--- config.mk ---
export PLATFORM = sky130hd
export DESIGN_NAME = irqc_top
export DESIGN_NICKNAME = d
export VERILOG_FILES = /design/src/rtl/irqc_pkg.sv /design/src/rtl/irqc_src_stage.sv /design/src/rtl/irqc_line_arb.sv /design/src/rtl/irqc_core_stage.sv /design/src/rtl/irqc_top.sv
export SDC_FILE = /design/constraint.sdc
export NUM_CORES = 1
export LEC_CHECK = 0
export BUFFER_PORTS_ARGS = -buffer_cell sky130_fd_sc_hd__buf_2
export CORE_ASPECT_RATIO = 1.4
export CORE_MARGIN = 1
export CORE_UTILIZATION = 30
export DETAILED_ROUTE_END_ITERATION = 8
export GPL_ROUTABILITY_DRIVEN = 0
export GPL_TIMING_DRIVEN = 0
export REMOVE_ABC_BUFFERS = 1
export SLEW_MARGIN = 10
export SYNTH_ARGS = -nofsm -noshare
export SYNTH_HDL_FRONTEND = slang
export SYNTH_SLANG_ARGS = --single-unit
export TNS_END_PERCENT = 100
--- constraint.sdc ---
create_clock -name clk -period 1.5 [get_ports clk]
set_clock_uncertainty 0.15 [all_clocks]
set_input_delay 0.15 -clock clk [delete_from_list [all_inputs] [get_ports clk]]
set_output_delay 0.15 -clock clk [all_outputs]
set_load 0.05 [all_outputs]
--- src/rtl/irqc_pkg.sv ---
package irqc_pkg;
  // Index width for a count of n items, never narrower than one bit.
  function automatic int idx_w(input int n);
    return (n <= 1) ? 1 : $clog2(n);
  endfunction
endpackage

--- src/rtl/irqc_src_stage.sv ---
module irqc_src_stage
  import irqc_pkg::*;
#(
  parameter int NUM_LINES     = 3,
  parameter int SRCS_PER_LINE = 3,
  parameter int EXT_PER_LINE  = 1
) (
  input  logic                                   clk,
  input  logic                                   rst_n,
  input  logic [NUM_LINES*SRCS_PER_LINE-1:0]     src_in,
  input  logic                                   en_wr,
  input  logic [NUM_LINES*SRCS_PER_LINE-1:0]     en_wdata,
  input  logic                                   pol_wr,
  input  logic [NUM_LINES*SRCS_PER_LINE-1:0]     pol_wdata,
  input  logic [NUM_LINES*SRCS_PER_LINE-1:0]     flag_clr,
  output logic [NUM_LINES*SRCS_PER_LINE-1:0]     flag_q,
  output logic [NUM_LINES*SRCS_PER_LINE-1:0]     en_q,
  output logic [NUM_LINES*SRCS_PER_LINE-1:0]     pol_q,
  output logic [NUM_LINES*SRCS_PER_LINE-1:0]     pend
);
  localparam int NSRC = NUM_LINES * SRCS_PER_LINE;

  logic [NSRC-1:0] pin_mask;
  logic [NSRC-1:0] evt;
  logic [NSRC-1:0] flag_d;
  logic [NSRC-1:0] pol_d;

  for (genvar s = 0; s < NSRC; s++) begin : g_src
    localparam bit IS_PIN = (s % SRCS_PER_LINE) < EXT_PER_LINE;
    if (IS_PIN) begin : g_pin
      logic lvl_q;
      assign pin_mask[s] = 1'b1;
      assign evt[s] = pol_q[s] ? (src_in[s] & ~lvl_q) : (~src_in[s] & lvl_q);
      always_ff @(posedge clk or negedge rst_n) begin
        if (!rst_n) lvl_q <= 1'b0;
        else        lvl_q <= src_in[s];
      end
    end else begin : g_int
      assign pin_mask[s] = 1'b0;
      assign evt[s]      = src_in[s];
    end

    // a set flag survives any cycle without a clear
    p_flag_sticky_r1: assert property (@(posedge clk) disable iff (!rst_n)
      (flag_q[s] && !flag_clr[s]) |=> flag_q[s]);
    // an event always leaves the flag set, even against a clear
    p_evt_wins_r8: assert property (@(posedge clk) disable iff (!rst_n)
      evt[s] |=> flag_q[s]);
  end

  always_comb begin
    flag_d = (flag_q & ~flag_clr) | evt;
    pol_d  = pol_wdata & pin_mask;
    pend   = flag_q & en_q;
  end

  always_ff @(posedge clk or negedge rst_n) begin
    if (!rst_n) begin
      flag_q <= '0;
      en_q   <= '0;
      pol_q  <= '0;
    end else begin
      flag_q <= flag_d;
      if (en_wr)  en_q  <= en_wdata;
      if (pol_wr) pol_q <= pol_d;
    end
  end
endmodule

--- src/rtl/irqc_line_arb.sv ---
module irqc_line_arb
  import irqc_pkg::*;
#(
  parameter int NUM_LINES     = 3,
  parameter int SRCS_PER_LINE = 3
) (
  input  logic                                          clk,
  input  logic                                          rst_n,
  input  logic [NUM_LINES*SRCS_PER_LINE-1:0]            pend,
  output logic [NUM_LINES-1:0]                          line_post,
  output logic [NUM_LINES*idx_w(SRCS_PER_LINE)-1:0]     line_vec
);
  localparam int NSRC = NUM_LINES * SRCS_PER_LINE;
  localparam int PW   = idx_w(SRCS_PER_LINE);

  logic [NSRC-1:0] pend_q;
  logic [NSRC-1:0] fresh;

  assign fresh = pend & ~pend_q;

  for (genvar l = 0; l < NUM_LINES; l++) begin : g_line
    logic [SRCS_PER_LINE-1:0] grp;
    logic [PW-1:0]            vec;
    assign grp = pend[l*SRCS_PER_LINE +: SRCS_PER_LINE];

    always_comb begin
      vec = '0;
      for (int k = SRCS_PER_LINE - 1; k >= 0; k--) begin
        if (grp[k]) vec = PW'(k);
      end
    end

    assign line_vec[l*PW +: PW] = vec;
    assign line_post[l] = |fresh[l*SRCS_PER_LINE +: SRCS_PER_LINE];

    // the published index points at a pending source
    p_vec_pending_r4: assert property (@(posedge clk) disable iff (!rst_n)
      (|grp) |-> grp[vec]);
    // no pending source sits below the published index
    p_vec_lowest_r4: assert property (@(posedge clk) disable iff (!rst_n)
      (grp & ~({SRCS_PER_LINE{1'b1}} << vec)) == '0);
  end

  always_ff @(posedge clk or negedge rst_n) begin
    if (!rst_n) pend_q <= '0;
    else        pend_q <= pend;
  end
endmodule

--- src/rtl/irqc_core_stage.sv ---
module irqc_core_stage
  import irqc_pkg::*;
#(
  parameter int NUM_LINES     = 3,
  parameter int SRCS_PER_LINE = 3
) (
  input  logic                                          clk,
  input  logic                                          rst_n,
  input  logic [NUM_LINES-1:0]                          line_post,
  input  logic [NUM_LINES*idx_w(SRCS_PER_LINE)-1:0]     line_vec,
  input  logic                                          mask_wr,
  input  logic [NUM_LINES-1:0]                          mask_wdata,
  input  logic [NUM_LINES-1:0]                          flag_clr,
  input  logic                                          gie_set,
  input  logic                                          gie_clr,
  input  logic                                          ack,
  output logic [NUM_LINES-1:0]                          flag_q,
  output logic [NUM_LINES-1:0]                          mask_q,
  output logic                                          gie_q,
  output logic                                          irq,
  output logic [idx_w(NUM_LINES)-1:0]                   irq_line,
  output logic [idx_w(SRCS_PER_LINE)-1:0]               irq_pvec
);
  localparam int LW = idx_w(NUM_LINES);
  localparam int PW = idx_w(SRCS_PER_LINE);

  logic [NUM_LINES-1:0] active;
  logic [NUM_LINES-1:0] ack_clr;
  logic [NUM_LINES-1:0] flag_d;
  logic [LW-1:0]        sel;
  logic                 ack_take;
  logic                 gie_d;

  always_comb begin
    active = flag_q & mask_q;
    sel    = '0;
    for (int l = NUM_LINES - 1; l >= 0; l--) begin
      if (active[l]) sel = LW'(l);
    end
    irq      = gie_q & (|active);
    irq_line = sel;
    irq_pvec = line_vec[int'(sel)*PW +: PW];
    ack_take = ack & irq;
    ack_clr  = '0;
    if (ack_take) ack_clr[sel] = 1'b1;
    flag_d   = (flag_q & ~(flag_clr | ack_clr)) | line_post;
    if (ack_take || gie_clr) gie_d = 1'b0;
    else if (gie_set)        gie_d = 1'b1;
    else                     gie_d = gie_q;
  end

  always_ff @(posedge clk or negedge rst_n) begin
    if (!rst_n) begin
      flag_q <= '0;
      mask_q <= '0;
      gie_q  <= 1'b0;
    end else begin
      flag_q <= flag_d;
      gie_q  <= gie_d;
      if (mask_wr) mask_q <= mask_wdata;
    end
  end

  // a posted line request lands in the core flag latch
  p_post_sets_r3: assert property (@(posedge clk) disable iff (!rst_n)
    (|line_post) |=> ((flag_q & $past(line_post)) == $past(line_post)));
  // taking an acknowledge drops the global enable
  p_ack_drops_gie_r7: assert property (@(posedge clk) disable iff (!rst_n)
    (ack && irq) |=> !gie_q);
  // the global enable comes back only through the set strobe
  p_gie_only_set_r7: assert property (@(posedge clk) disable iff (!rst_n)
    (!gie_q && !gie_set) |=> !gie_q);
  // the serviced line's core flag is cleared unless reposted
  p_ack_clears_line_r7: assert property (@(posedge clk) disable iff (!rst_n)
    (ack && irq && !line_post[irq_line]) |=> !flag_q[$past(irq_line)]);
endmodule

--- src/rtl/irqc_top.sv ---
module irqc_top
  import irqc_pkg::*;
#(
  parameter int NUM_LINES     = 3,
  parameter int SRCS_PER_LINE = 3,
  parameter int EXT_PER_LINE  = 1
) (
  input  logic                                   clk,
  input  logic                                   rst_n,
  input  logic [NUM_LINES*SRCS_PER_LINE-1:0]     src_in,
  input  logic                                   src_en_wr,
  input  logic [NUM_LINES*SRCS_PER_LINE-1:0]     src_en_wdata,
  input  logic                                   src_pol_wr,
  input  logic [NUM_LINES*SRCS_PER_LINE-1:0]     src_pol_wdata,
  input  logic [NUM_LINES*SRCS_PER_LINE-1:0]     src_flag_clr,
  input  logic                                   core_mask_wr,
  input  logic [NUM_LINES-1:0]                   core_mask_wdata,
  input  logic [NUM_LINES-1:0]                   core_flag_clr,
  input  logic                                   gie_set,
  input  logic                                   gie_clr,
  input  logic                                   irq_ack,
  output logic [NUM_LINES*SRCS_PER_LINE-1:0]     src_flag,
  output logic [NUM_LINES*SRCS_PER_LINE-1:0]     src_en,
  output logic [NUM_LINES*SRCS_PER_LINE-1:0]     src_pol,
  output logic [NUM_LINES-1:0]                   core_flag,
  output logic [NUM_LINES-1:0]                   core_mask,
  output logic                                   gie,
  output logic                                   irq,
  output logic [idx_w(NUM_LINES)-1:0]            irq_line,
  output logic [idx_w(SRCS_PER_LINE)-1:0]        irq_pvec
);
  localparam int NSRC = NUM_LINES * SRCS_PER_LINE;
  localparam int PW   = idx_w(SRCS_PER_LINE);

  logic [NSRC-1:0]         pend;
  logic [NUM_LINES-1:0]    line_post;
  logic [NUM_LINES*PW-1:0] line_vec;

  irqc_src_stage #(
    .NUM_LINES(NUM_LINES), .SRCS_PER_LINE(SRCS_PER_LINE), .EXT_PER_LINE(EXT_PER_LINE)
  ) u_src (
    .clk(clk), .rst_n(rst_n), .src_in(src_in),
    .en_wr(src_en_wr), .en_wdata(src_en_wdata),
    .pol_wr(src_pol_wr), .pol_wdata(src_pol_wdata),
    .flag_clr(src_flag_clr),
    .flag_q(src_flag), .en_q(src_en), .pol_q(src_pol), .pend(pend)
  );

  irqc_line_arb #(
    .NUM_LINES(NUM_LINES), .SRCS_PER_LINE(SRCS_PER_LINE)
  ) u_arb (
    .clk(clk), .rst_n(rst_n), .pend(pend),
    .line_post(line_post), .line_vec(line_vec)
  );

  irqc_core_stage #(
    .NUM_LINES(NUM_LINES), .SRCS_PER_LINE(SRCS_PER_LINE)
  ) u_core (
    .clk(clk), .rst_n(rst_n), .line_post(line_post), .line_vec(line_vec),
    .mask_wr(core_mask_wr), .mask_wdata(core_mask_wdata),
    .flag_clr(core_flag_clr), .gie_set(gie_set), .gie_clr(gie_clr),
    .ack(irq_ack), .flag_q(core_flag), .mask_q(core_mask), .gie_q(gie),
    .irq(irq), .irq_line(irq_line), .irq_pvec(irq_pvec)
  );
endmodule

==> metrics.md, run 1 <==
| Metric | Value |
|---|---|
| Final HPWL DP | 2.52 mm |
| Unrepaired setup endpoints after global routing | true |
| Synth top area share | 61.0% |
| Setup slack after layout | -409 ps |
| Setup TNS | -1520 ps |
| Min cycle time layout | 1910 ps |
| DR iter-0 viols | 59 |
| WS Path Type | reg2out |
| DR vias | 1,484 |
| PD cells | 1130 nW/µm² |
| Crit share post-route | 127% |
| Worst IR Drop VDD | 0.528 mV |
| Wire length per cell | 11.9 µm |
| Final hold violation count | 1 |
| Worst hold path class | in2reg |
| Gr ovfl total | 0 |
| Worst setup EP type | primary output |
| Rows | 31 |
| # DRC | 0 |
| Num CTS Buffers | 5 |
| Number of diodes | 0 |
| CTS max path bufs | 2 |
| Synth warnings | 0 |
| Root Driver | clkbuf_8 |
| Buffers added on ports | 76 |
| Total core area | 5240 µm² |
| Clock Power Share | 24.0% |
| Die span in x | 64.5 µm |
| Starting Density | 31.4% |
| Largest area contributor in the netlist | dfrtp_1 |
| Antenna violations before repair | 0 |
| Worst Setup Start Kind | flop |
| Core Util, Final | 51.5% |
| Fmax | 524 MHz |
| Ratio of cells with drive above 1 in the final layout | 39.5% |
| Reg clk slew, reported paths | 80 ps |
| DR vias/cell | 4.40 |
| Worst path arrival time | 1610 ps |
| Comb power frac | 34.2% |
| Die Height | 89.5 µm |
| Unique masters post-synth | 23 |
| Fillers | 479 |
| Post-synthesis sequential area ratio | 61.0% |
| Maximum Capacitance Violations | 0 |
| Worst-Margin Slew | 548 ps |
| Post-Syn Area | 1640 µm² |
| Run status | finished with violations |
| #FFs+latches synth | 40 |
| CTS tree | yes |
| Drt pass-1 iters | 2 |
| GRT Util Overall | 14.3% |
| Crit Path Max Fanout | 5 |
| Gate Count Post-Synth | 141 |
| Avg Cell Area, Syn | 11.6 µm² |
| Die footprint | 5780 µm² |
| H-tree depth | 2 |
| Max-slew violations | 0 |
| Post-Route WL | 4.02 mm |
| Vias in the first global route | 1,384 |
| Global-route wire length before repair | 6.20 mm |
| Area growth, synth to finish | 64.3% |
| Hold WS | -21.2 ps |
| LEAKAGE | 0.00139 µW |
| Psw | 1110 µW |
| Placement Setup Slack | -235 ps |
| CP required | 1200 ps |
| Final Net Count | 320 |
| Synth area leaders | dfrtp_1, mux2_1, inv_1 |
| DRT antenna net count | 0 |
| Int Power | 1950 µW |
| Sw frac | 36.2% |
| CTS Sinks | 40 |
| Setup Viol. Count Final | 5 |
| Largest net degree at the start of global routing | 41 |
| Slew margin rel. | 63.5% |
| Clock Latency Late Sink | 290 ps |
| Top Ports | 89 |
| Register share of total power | 41.8% |
| Failing checks | hold timing, setup timing |
## repair_timing
action                                  4_1_cts  5_1_grt
hold buffers                                 39        0
setup buffers                                 5        6
endpoints found under the setup margin        5        9
gates cloned                                  0        0
gates resized for setup                      21        3
pin swaps                                     4        3
endpoints found under the hold margin        68        0
## layout make-up
cell class | instances | area [µm²] | area share, %
Multi-Input combinational cell | 77 | 554 | 20.6
Clock buffer | 6 | 82.6 | 3.06
Sequential cell | 40 | 1000 | 37.2
Clock inverter | 2 | 10.0 | 0.371
Inverter | 21 | 78.8 | 2.92
Timing Repair Buffer | 125 | 885 | 32.8
Tap cell | 66 | 82.6 | 3.06
## synthesized netlist by cell type
library cell,instances
nand2_1,18
conb_1,1
a21o_1,6
a22oi_2,1
o32a_1,1
a31o_1,1
dfrtp_1,40
nand4_1,4
inv_1,21
and3_1,2
o22ai_1,3
buf_4,7
and2_1,2
o22a_1,1
a311o_1,2
a211o_1,1
o221ai_1,3
mux2_1,15
a311oi_1,2
o21ai_1,2
buf_2,1
nand3_1,1
nor2_1,6
## critical path, stage by stage (launching register included)
cell and delay [ps]:
dfrtp_1 410, buf_4 140, a22oi_2 170, and3_4 240, nand4_1 100, o21ai_2 90
buf_6 170
## logic make-up (layout without fill, tap and decap cells)
family          after synthesis  in the layout  synth area share, %
compound gates               23             23                 11.4
mux                          15             15                 10.3
other cells                   1              6                0.228
buf+inv                      29            154                 8.31
simple gates                 33             33                 8.84
flops                        40             40                 61.0
## stage by stage
stage	hold WS [ps]	instances	cell area [µm²]	power, µW
after floorplan	-296	138	1600	1870
after global placement	136	280	2070	2110
after detailed placement	139	280	2070	2120
after CTS	21.6	332	2650	3050
after global routing	41.2	337	2700	3210
final	-21.2	337	2700	3060
## power by group through the flow
stage / clock network, µW / logic, µW / registers [µW]
global placement: 0 / 819 / 1290
floorplan: 0 / 297 / 1570
CTS: 765 / 1010 / 1270
global route: 806 / 1110 / 1290
finish: 735 / 1040 / 1280
detailed placement: 0 / 825 / 1300
## sequential cells by signal, summed over array words and instances (netlist names)
| signal | flops |
|---|---|
| u_arb.pend_q | 9 |
| u_src.en_q | 9 |
| u_src.flag_q | 9 |
| u_core.flag_q | 3 |
| u_core.mask_q | 3 |
| u_src.g_src.g_pin.lvl_q | 3 |
| u_src.pol_q | 3 |
| u_core.gie_q | 1 |
## worst paths after layout
path                                       startpoint                to  slack, ps  cells past startpoint
min in group asynchronous                       rst_n  u_core.mask_q[2]        260                      2
max                                  u_core.mask_q[0]       irq_pvec[1]       -410                      6
max reg2reg                          u_core.mask_q[0]  u_core.flag_q[2]       -100                      6
min reg2reg                u_src.g_src[3].g_pin.lvl_q   u_src.flag_q[3]        350                      2
max in group asynchronous                       rst_n  u_core.flag_q[1]        540                      2
min                                   src_flag_clr[7]   u_src.flag_q[7]        -20                      3
## routing by layer
| metal | wire [µm] | GRT usage (%) |
|---|---|---|
| met4 | 40 | 4.85 |
| met3 | 201 | 3.19 |
| met5 | 0 | 0 |
| met1 | 1650 | 15.6 |
| met2 | 2130 | 27.0 |
## layout by cell type, fill, tap and decap left out, types with 2 or more instances in the layout
master,netlist,routed
buf_2,1,70
dlygate4sd3_1,0,38
dfrtp_1,40,38
inv_1,21,21
nand2_1,18,15
mux2_1,15,15
buf_4,7,10
nor2_1,6,6
a21o_1,6,6
conb_1,1,6
clkbuf_8,0,6
buf_6,0,5
nand4_1,4,4
nand2_2,0,3
o22ai_1,3,3
o221ai_1,3,3
a311o_1,2,2
and2_4,0,2
o21ai_2,0,2
clkinv_2,0,2
dfrtp_2,0,2
Note: power is estimated with default switching activity, not from simulation.
==> run 2, diff against run 1 <==
TNS_END_PERCENT = 10   (was 100)
==> run 2 against run 1 <==
Compared with the run above:
- the run ends with setup timing left
- cell count fell by 1.5%
- maximum frequency is 0.16% higher
- first-iteration DRC count fell by 19%
- core utilization shrank 0.72 points
- global-route usage shrank 0.081 points
- critical path depth unchanged
- routed wire length is 0.32% lower
- sequential power is essentially flat
- flip-flop and latch count is the same
- hold slack gained 55 ps
- die area is the same
- final area shrank 1.4%
- largest cell class unchanged
- largest power group unchanged
==> metrics.md, run 2 (synthesis gave the netlist of run 1 again) <==
| Metric | Value |
|---|---|
| Run status | finished with violations (unchanged) |
| Failing checks | setup timing (was hold timing, setup timing) |
| Root Driver | clkbuf_8 (unchanged) |
| Max-slew violations | 0 (unchanged) |
| LEAKAGE | 0.00137 µW (was 0.00139 µW) |
| Setup slack after layout | -406 ps (was -409 ps) |
| Most frequent cells in the layout | buf_2, dfrtp_1, dlygate4sd3_1 (was buf_2, dlygate4sd3_1, dfrtp_1) |
| Critical Path, Cell by Cell | buf_4 -> a22oi_2 -> and3_4 -> nand4_1 -> o21ai_2 -> buf_6 (unchanged) |
| Worst IR Drop VDD | 0.527 mV (was 0.528 mV) |
| Worst hold path class | in2reg (unchanged) |
| Final Net Count | 315 (was 320) |
| Maximum Capacitance Violations | 0 (unchanged) |
| Comb power frac | 33.3% (was 34.2%) |
| # DRC | 0 (unchanged) |
| Setup Viol. Count Final | 4 (was 5) |
| DR vias | 1,462 (was 1,484) |
| DR vias/cell | 4.40 (about the same) |
| Vias in the first global route | 1,346 (was 1,384) |
| Antenna violations before repair | 0 (unchanged) |
| Final Total Pwr | 3020 µW (was 3060 µW) |
| Worst setup EP type | primary output (unchanged) |
| Clock Power Share | 24.3% (was 24.0%) |
| Starting Density | 31.4% (unchanged) |
| CTS Sinks | 40 (unchanged) |
| Critical path depth | 6 (unchanged) |
| Biggest regs | u_arb.pend_q x9, u_src.en_q x9, u_src.flag_q x9 (unchanged) |
| Rows | 31 (unchanged) |
| DR iter-0 viols | 48 (was 59) |
| Drt pass-1 iters | 4 (was 2) |
| GRT Util Overall | 14.2% (was 14.3%) |
| Die Height | 89.5 µm (unchanged) |
| Critical R2R Capture | u_core.flag_q[2] (unchanged) |
| Crit Path Max Fanout | 5 (unchanged) |
| Fmax | 525 MHz (was 524 MHz) |
| Reg clk slew, reported paths | 80 ps (about the same) |
| Register share of total power | 42.4% (was 41.8%) |
| Sw frac | 36.5% (was 36.2%) |
| Total core area | 5240 µm² (unchanged) |
| CTS tree | yes (unchanged) |
| H-tree depth | 2 (unchanged) |
| Worst Path Buf+Inv | 2 (unchanged) |
| Commonest non-fill, non-tap cell in the layout | buf_2 (unchanged) |
| Crit-path slowest cell | dfrtp_1 (unchanged) |
| Clock Latency Late Sink | 290 ps (about the same) |
| Ratio of cells with drive above 1 in the final layout | 37.6% (was 39.5%) |
| Count of non-filler cells in the finished layout | 332 (was 337) |
| CTS max path bufs | 2 (unchanged) |
| Placed insts | 280 (unchanged) |
| Gr ovfl total | 0 (unchanged) |
| Crit path to | irq_pvec[1] (unchanged) |
| DRT antenna net count | 0 (unchanged) |
| Critical path's top delay family | flip-flops (unchanged) |
| Post-Route WL | 4.01 mm (was 4.02 mm) |
| Final hold violation count | 0 (was 1) |
| Number of diodes | 0 (unchanged) |
| Int Power | 1920 µW (was 1950 µW) |
| CP required | 1200 ps (about the same) |
| Reg-to-Reg Start | u_core.mask_q[0] (unchanged) |
| Wire length per cell | 12.1 µm (was 11.9 µm) |
| Psw | 1100 µW (was 1110 µW) |
| R2R setup slack | 20 ps (was -100 ps) |
| Num CTS Buffers | 5 (unchanged) |
| Global-route wire length before repair | 6.15 mm (was 6.20 mm) |
| Die footprint | 5780 µm² (unchanged) |
| Slowest stage delay, CP | 410 ps (about the same) |
| PD cells | 1130 nW/µm² (about the same) |
| Min cycle time layout | 1910 ps (about the same) |
| Area growth, synth to finish | 62.0% (was 64.3%) |
| Slew margin rel. | 63.3% (was 63.5%) |
| Die span in x | 64.5 µm (unchanged) |
| Worst Setup Start Kind | flop (unchanged) |
| Unrepaired setup endpoints after global routing | true (unchanged) |
| Buffers added on ports | 76 (unchanged) |
| Crit share post-route | 127% (about the same) |
| Final HPWL DP | 2.52 mm (unchanged) |
| Top Ports | 89 (unchanged) |
| R2r worst-path depth | 5 (was 6) |
| WS Path Type | reg2out (unchanged) |
| Largest net degree at the start of global routing | 41 (unchanged) |
| CP startpoint | u_core.mask_q[0] (unchanged) |
| Worst-Margin Slew | 550 ps (was 548 ps) |
| Worst path arrival time | 1610 ps (about the same) |
[run 2: cell types whose count changed in the layout (fill, tap and decap cells not counted)]
cell            previous run  this run
dfrtp_2                    2         1
dfrtp_1                   38        39
buf_4                     10         5
dlymetal6s4s_1             0         1
buf_6                      5         4
[run 2: worst min path at each step]
stage / start / slack [ps] / end / cells past startpoint
finish: core_flag_clr[1] / 30 / u_core.flag_q[1] / 3
global route: core_flag_clr[1] / 50 / u_core.flag_q[1] / 3
CTS: core_flag_clr[1] / 20 / u_core.flag_q[1] / 3
detailed placement: src_in[0] / 140 / u_src.g_src[0].g_pin.lvl_q / 1
global placement: src_in[0] / 140 / u_src.g_src[0].g_pin.lvl_q / 1
floorplan: rst_n / -300 / u_arb.pend_q[0] / 0
[run 2: routing by layer]
metal  wire (µm)  global-route usage [%]  part of all wire (%)
met2        2120                    26.4                    53
met3         197                    3.19                   4.9
met1        1650                    15.8                    41
met5           0                       0                     0
met4          40                    4.85                   1.0
[run 2: cell type report]
class	count	area [µm²]
Timing Repair Buffer	120	848
Inverter	21	78.8
Tap cell	66	82.6
Multi-Input combinational cell	77	554
Fill cell	483	2580
Clock buffer	6	82.6
Sequential cell	40	1000
Clock inverter	2	10.0
[run 2: worst min-delay path: cells and delay by family]
kind	cells	cell delay (ps)
buf+inv	2	150
compound gates	1	140
[run 2: metrics by stage]
stage | util, % | hold slack, ps | setup TNS, ps | cell area (µm²) | worst slack [ps]
finish | 50.8 | 34.2 | -1280 | 2660 | -406
floorplan | - | -296 | -2340 | 1600 | -885
detailed placement | 39.5 | 139 | -483 | 2070 | -235
global route | 50.8 | 53.3 | -1580 | 2660 | -480
global placement | 39.5 | 136 | -404 | 2070 | -196
CTS | 50.2 | 21.6 | -1270 | 2630 | -407
[run 2: repair_timing]
| action | in CTS | in global routing |
|---|---|---|
| setup endpoints to repair | 5 | 9 |
| pin swaps | 4 | 0 |
| hold buffers | 39 | 0 |
| buffers inserted | 4 | 1 |
| hold endpoints to repair | 68 | 0 |
| gates resized for setup | 17 | 6 |
[run 2: power groups by stage]
stage	registers, µW	logic, µW	clock network (µW)
3_5_place_dp	1300	825	0
5_1_grt	1290	1070	806
2_1_floorplan	1570	297	0
6_report	1280	1000	735
3_3_place_gp	1290	819	0
4_1_cts	1280	982	765
==> run 3, diff against run 2 <==
ABC_AREA = 1   (was not set)
==> run 3 against run 2 <==
Compared with the run above:
- the run still ends with setup timing left
- total power grew 6.7%
- combinational power is 8% higher
- setup slack better by 200 ps
- non-clock buffer count rose by 5
- critical endpoint is now irq_pvec[0]
- largest cell class unchanged
- largest power group unchanged
==> metrics.md, run 3 <==
| Metric | Value |
|---|---|
| Worst setup EP type | primary output (unchanged) |
| Reg-to-Reg Start | u_core.mask_q[0] (unchanged) |
| DR vias | 1,584 (was 1,462) |
| Unrepaired setup endpoints after global routing | true (unchanged) |
| GR Layer Usage met2 | 26.5% (was 26.4%) |
| DR iter-0 viols | 25 (was 48) |
| Unique masters post-synth | 22 (was 23) |
| Area growth, synth to finish | 63.7% (was 62.0%) |
| Sequential Area | 1000 µm² (about the same) |
| Synth cell count leaders | dfrtp_1, nand2_1, inv_1 (was dfrtp_1, inv_1, nand2_1) |
| Synth warnings | 0 (unchanged) |
| Setup Viol. Count Final | 5 (was 4) |
| #FFs+latches synth | 40 (unchanged) |
| Post-Route WL | 4.02 mm (was 4.01 mm) |
| Clock Latency Late Sink | 290 ps (about the same) |
| Maximum Capacitance Violations | 0 (unchanged) |
| Wire length per cell | 10.9 µm (was 12.1 µm) |
| LEAKAGE | 0.00149 µW (was 0.00137 µW) |
| CTS max path bufs | 2 (unchanged) |
| Reg clk slew, reported paths | 80 ps (about the same) |
| Hold WS | 27.1 ps (was 34.2 ps) |
| Crit share post-route | 114% (was 127%) |
| Biggest regs | u_arb.pend_q x9, u_src.en_q x9, u_src.flag_q x9 (unchanged) |
| Critical path's top delay family | flip-flops (unchanged) |
| Hold path startpoint | irq_ack (was core_flag_clr[1]) |
| Synth top area share | 58.0% (was 61.0%) |
| PD cells | 1140 nW/µm² (was 1130 nW/µm²) |
| WS Path Type | reg2out (unchanged) |
| GRT Util Overall | 14.6% (was 14.2%) |
| Register share of total power | 39.4% (was 42.4%) |
| R2R setup slack | 120 ps (was 20 ps) |
| Clock Power Share | 26.9% (was 24.3%) |
| Final Net Count | 349 (was 315) |
| Sw frac | 35.9% (was 36.5%) |
| Most common cell in the netlist | dfrtp_1 (unchanged) |
| CTS Sinks | 40 (unchanged) |
| Run status | finished with violations (unchanged) |
| Worst-Margin Slew | 540 ps (was 550 ps) |
| Drt pass-1 iters | 4 (unchanged) |
| Critical path depth | 8 (was 6) |
| Slowest stage delay, CP | 410 ps (about the same) |
| GRT Max-Usage Layer | met2 (unchanged) |
| Largest area contributor in the netlist | dfrtp_1 (unchanged) |
| Comb power frac | 33.7% (was 33.3%) |
| Post-synthesis sequential area ratio | 58.0% (was 61.0%) |
| Critical Path, Cell by Cell | nand2_2 -> buf_6 -> nand2_4 -> nor2_8 -> inv_2 -> nand2_1 -> nand2_2 -> buf_6 (was buf_4 -> a22oi_2 -> and3_4 -> nand4_1 -> o21ai_2 -> buf_6) |
| Async SR Flop Fraction | 100% (unchanged) |
| Die span in x | 66.1 µm (was 64.5 µm) |
| Crit-path slowest cell | dfrtp_1 (unchanged) |
| Rows | 32 (was 31) |
| Most frequent cells in the layout | buf_2, dlygate4sd3_1, dfrtp_1 (was buf_2, dfrtp_1, dlygate4sd3_1) |
| Hold Path Stages | 4 (was 3) |
| Post-route cell area | 2820 µm² (was 2660 µm²) |
| EDFF count, synth | 0 (unchanged) |
| Worst IR Drop VDD | 0.682 mV (was 0.527 mV) |
| Worst Setup Start Kind | flop (unchanged) |
| Fillers | 520 (was 483) |
| Placement Cell Area | 2160 µm² (was 2070 µm²) |
| Post-Syn Area | 1730 µm² (was 1640 µm²) |
| CP required | 1200 ps (about the same) |
| Worst Path Buf+Inv | 3 (was 2) |
| Multi-input gate area | 618 µm² (was 554 µm²) |
| Synth area leaders | dfrtp_1, mux2_1, nand2_1 (was dfrtp_1, mux2_1, inv_1) |
| Min cycle time layout | 1700 ps (was 1910 ps) |
| # DRC | 0 (unchanged) |
| Final hold violation count | 0 (unchanged) |
| WHS Endpoint | u_core.gie_q (was u_core.flag_q[1]) |
| Critical R2R Capture | u_core.flag_q[1] (was u_core.flag_q[2]) |
| Total core area | 5530 µm² (was 5240 µm²) |
| Vias in the first global route | 1,527 (was 1,346) |
| Placement Setup Slack | -40.8 ps (was -235 ps) |
| Global-route wire length before repair | 6.69 mm (was 6.15 mm) |
| Gate Count Post-Synth | 169 (was 141) |
| Final Total Pwr | 3220 µW (was 3020 µW) |
| Die Height | 91.7 µm (was 89.5 µm) |
| Avg Cell Area, Syn | 10.2 µm² (was 11.6 µm²) |
| Buffers added on ports | 76 (unchanged) |
| Slew margin rel. | 64.0% (was 63.3%) |
| Num CTS Buffers | 5 (unchanged) |
| Final HPWL DP | 2.63 mm (was 2.52 mm) |
| Ratio of cells with drive above 1 in the final layout | 39.0% (was 37.6%) |
| Failing checks | setup timing (unchanged) |
| Setup slack after layout | -203 ps (was -406 ps) |
| Psw | 1160 µW (was 1100 µW) |
| Worst path arrival time | 1400 ps (was 1610 ps) |
| H-tree depth | 2 (unchanged) |
| Worst hold path class | in2reg (unchanged) |
| Starting Density | 31.2% (was 31.4%) |
| Top Ports | 89 (unchanged) |
| Met1 Use GR | 15.9% (was 15.8%) |
| CTS tree | yes (unchanged) |
| Met3 Resource Use GR | 3.61% (was 3.19%) |
| Number of diodes | 0 (unchanged) |
| DRT antenna net count | 0 (unchanged) |
| DR vias/cell | 4.30 (was 4.40) |
| R2r worst-path depth | 8 (was 5) |
| Int Power | 2060 µW (was 1920 µW) |
| Die footprint | 6060 µm² (was 5780 µm²) |
| Fmax | 587 MHz (was 525 MHz) |
| Largest net degree at the start of global routing | 41 (unchanged) |
| Commonest non-fill, non-tap cell in the layout | buf_2 (unchanged) |
| Crit Path Max Fanout | 4 (was 5) |
| Root Driver | clkbuf_8 (unchanged) |
| Core Util, Final | 51.1% (was 50.8%) |
| Max-slew violations | 0 (unchanged) |
| Gr ovfl total | 0 (unchanged) |
| Antenna violations before repair | 0 (unchanged) |
| Dominant synthesized flop cell | dfrtp_1 (unchanged) |
-- run 3: tightest hold or removal path, cell delays in order --
cell and delay [ps]:
buf_2 110, nand3_2 90, nand2_1 50, inv_1 40
-- run 3: through the flow --
step / instances / setup TNS [ps]
floorplan: 167 / -1460
global placement: 311 / -71.3
detailed placement: 311 / -75.0
CTS: 365 / -837
global route: 368 / -1160
finish: 368 / -726
-- run 3: kinds of logic (layout without fill, tap and decap cells) --
group           Yosys count  count (layout)  synth area share (%)
compound gates           18              18                  7.25
buf+inv                  35             161                  8.99
simple gates             63              63                  17.7
flops                    40              40                  58.0
other cells               1               6                 0.217
mux                      12              12                  7.83
-- run 3: cell type report --
type                            instances  area share (%)
Multi-Input combinational cell         99            21.9
Clock buffer                            5            2.44
Sequential cell                        40            35.5
Inverter                               28            3.72
Clock inverter                          3            1.51
Timing Repair Buffer                  125            31.9
Tap cell                               68            3.01
-- run 3: power by group through the flow --
stage          clock network, µW  registers [µW]  logic, µW
6_report                     867            1270       1080
3_3_place_gp                   0            1290        884
3_5_place_dp                   0            1290        890
5_1_grt                      950            1280       1160
2_1_floorplan                  0            1570        365
4_1_cts                      899            1270       1040
-- run 3: worst max path at each step --
stage	startpoint	to	slack (ps)
global route	u_core.mask_q[0]	irq_pvec[1]	-310
CTS	u_core.mask_q[0]	irq_pvec[0]	-230
detailed placement	u_core.mask_q[0]	irq_pvec[0]	-40
global placement	u_core.mask_q[0]	irq_pvec[0]	-40
finish	u_core.mask_q[0]	irq_pvec[0]	-200
floorplan	u_core.flag_q[1]	irq_pvec[0]	-520
-- run 3: timing repair --
action,in CTS,in global routing
gates resized for setup,13,17
pin swaps,3,3
hold buffers,41,0
endpoints found under the setup margin,5,7
endpoints found under the hold margin,69,0
buffers inserted,5,3
-- run 3: metal layers --
metal	vias to the layer above	wire length (µm)
li1	781	-
met1	747	1580
met2	50	2190
met3	6	180
met4	0	61
met5	-	0
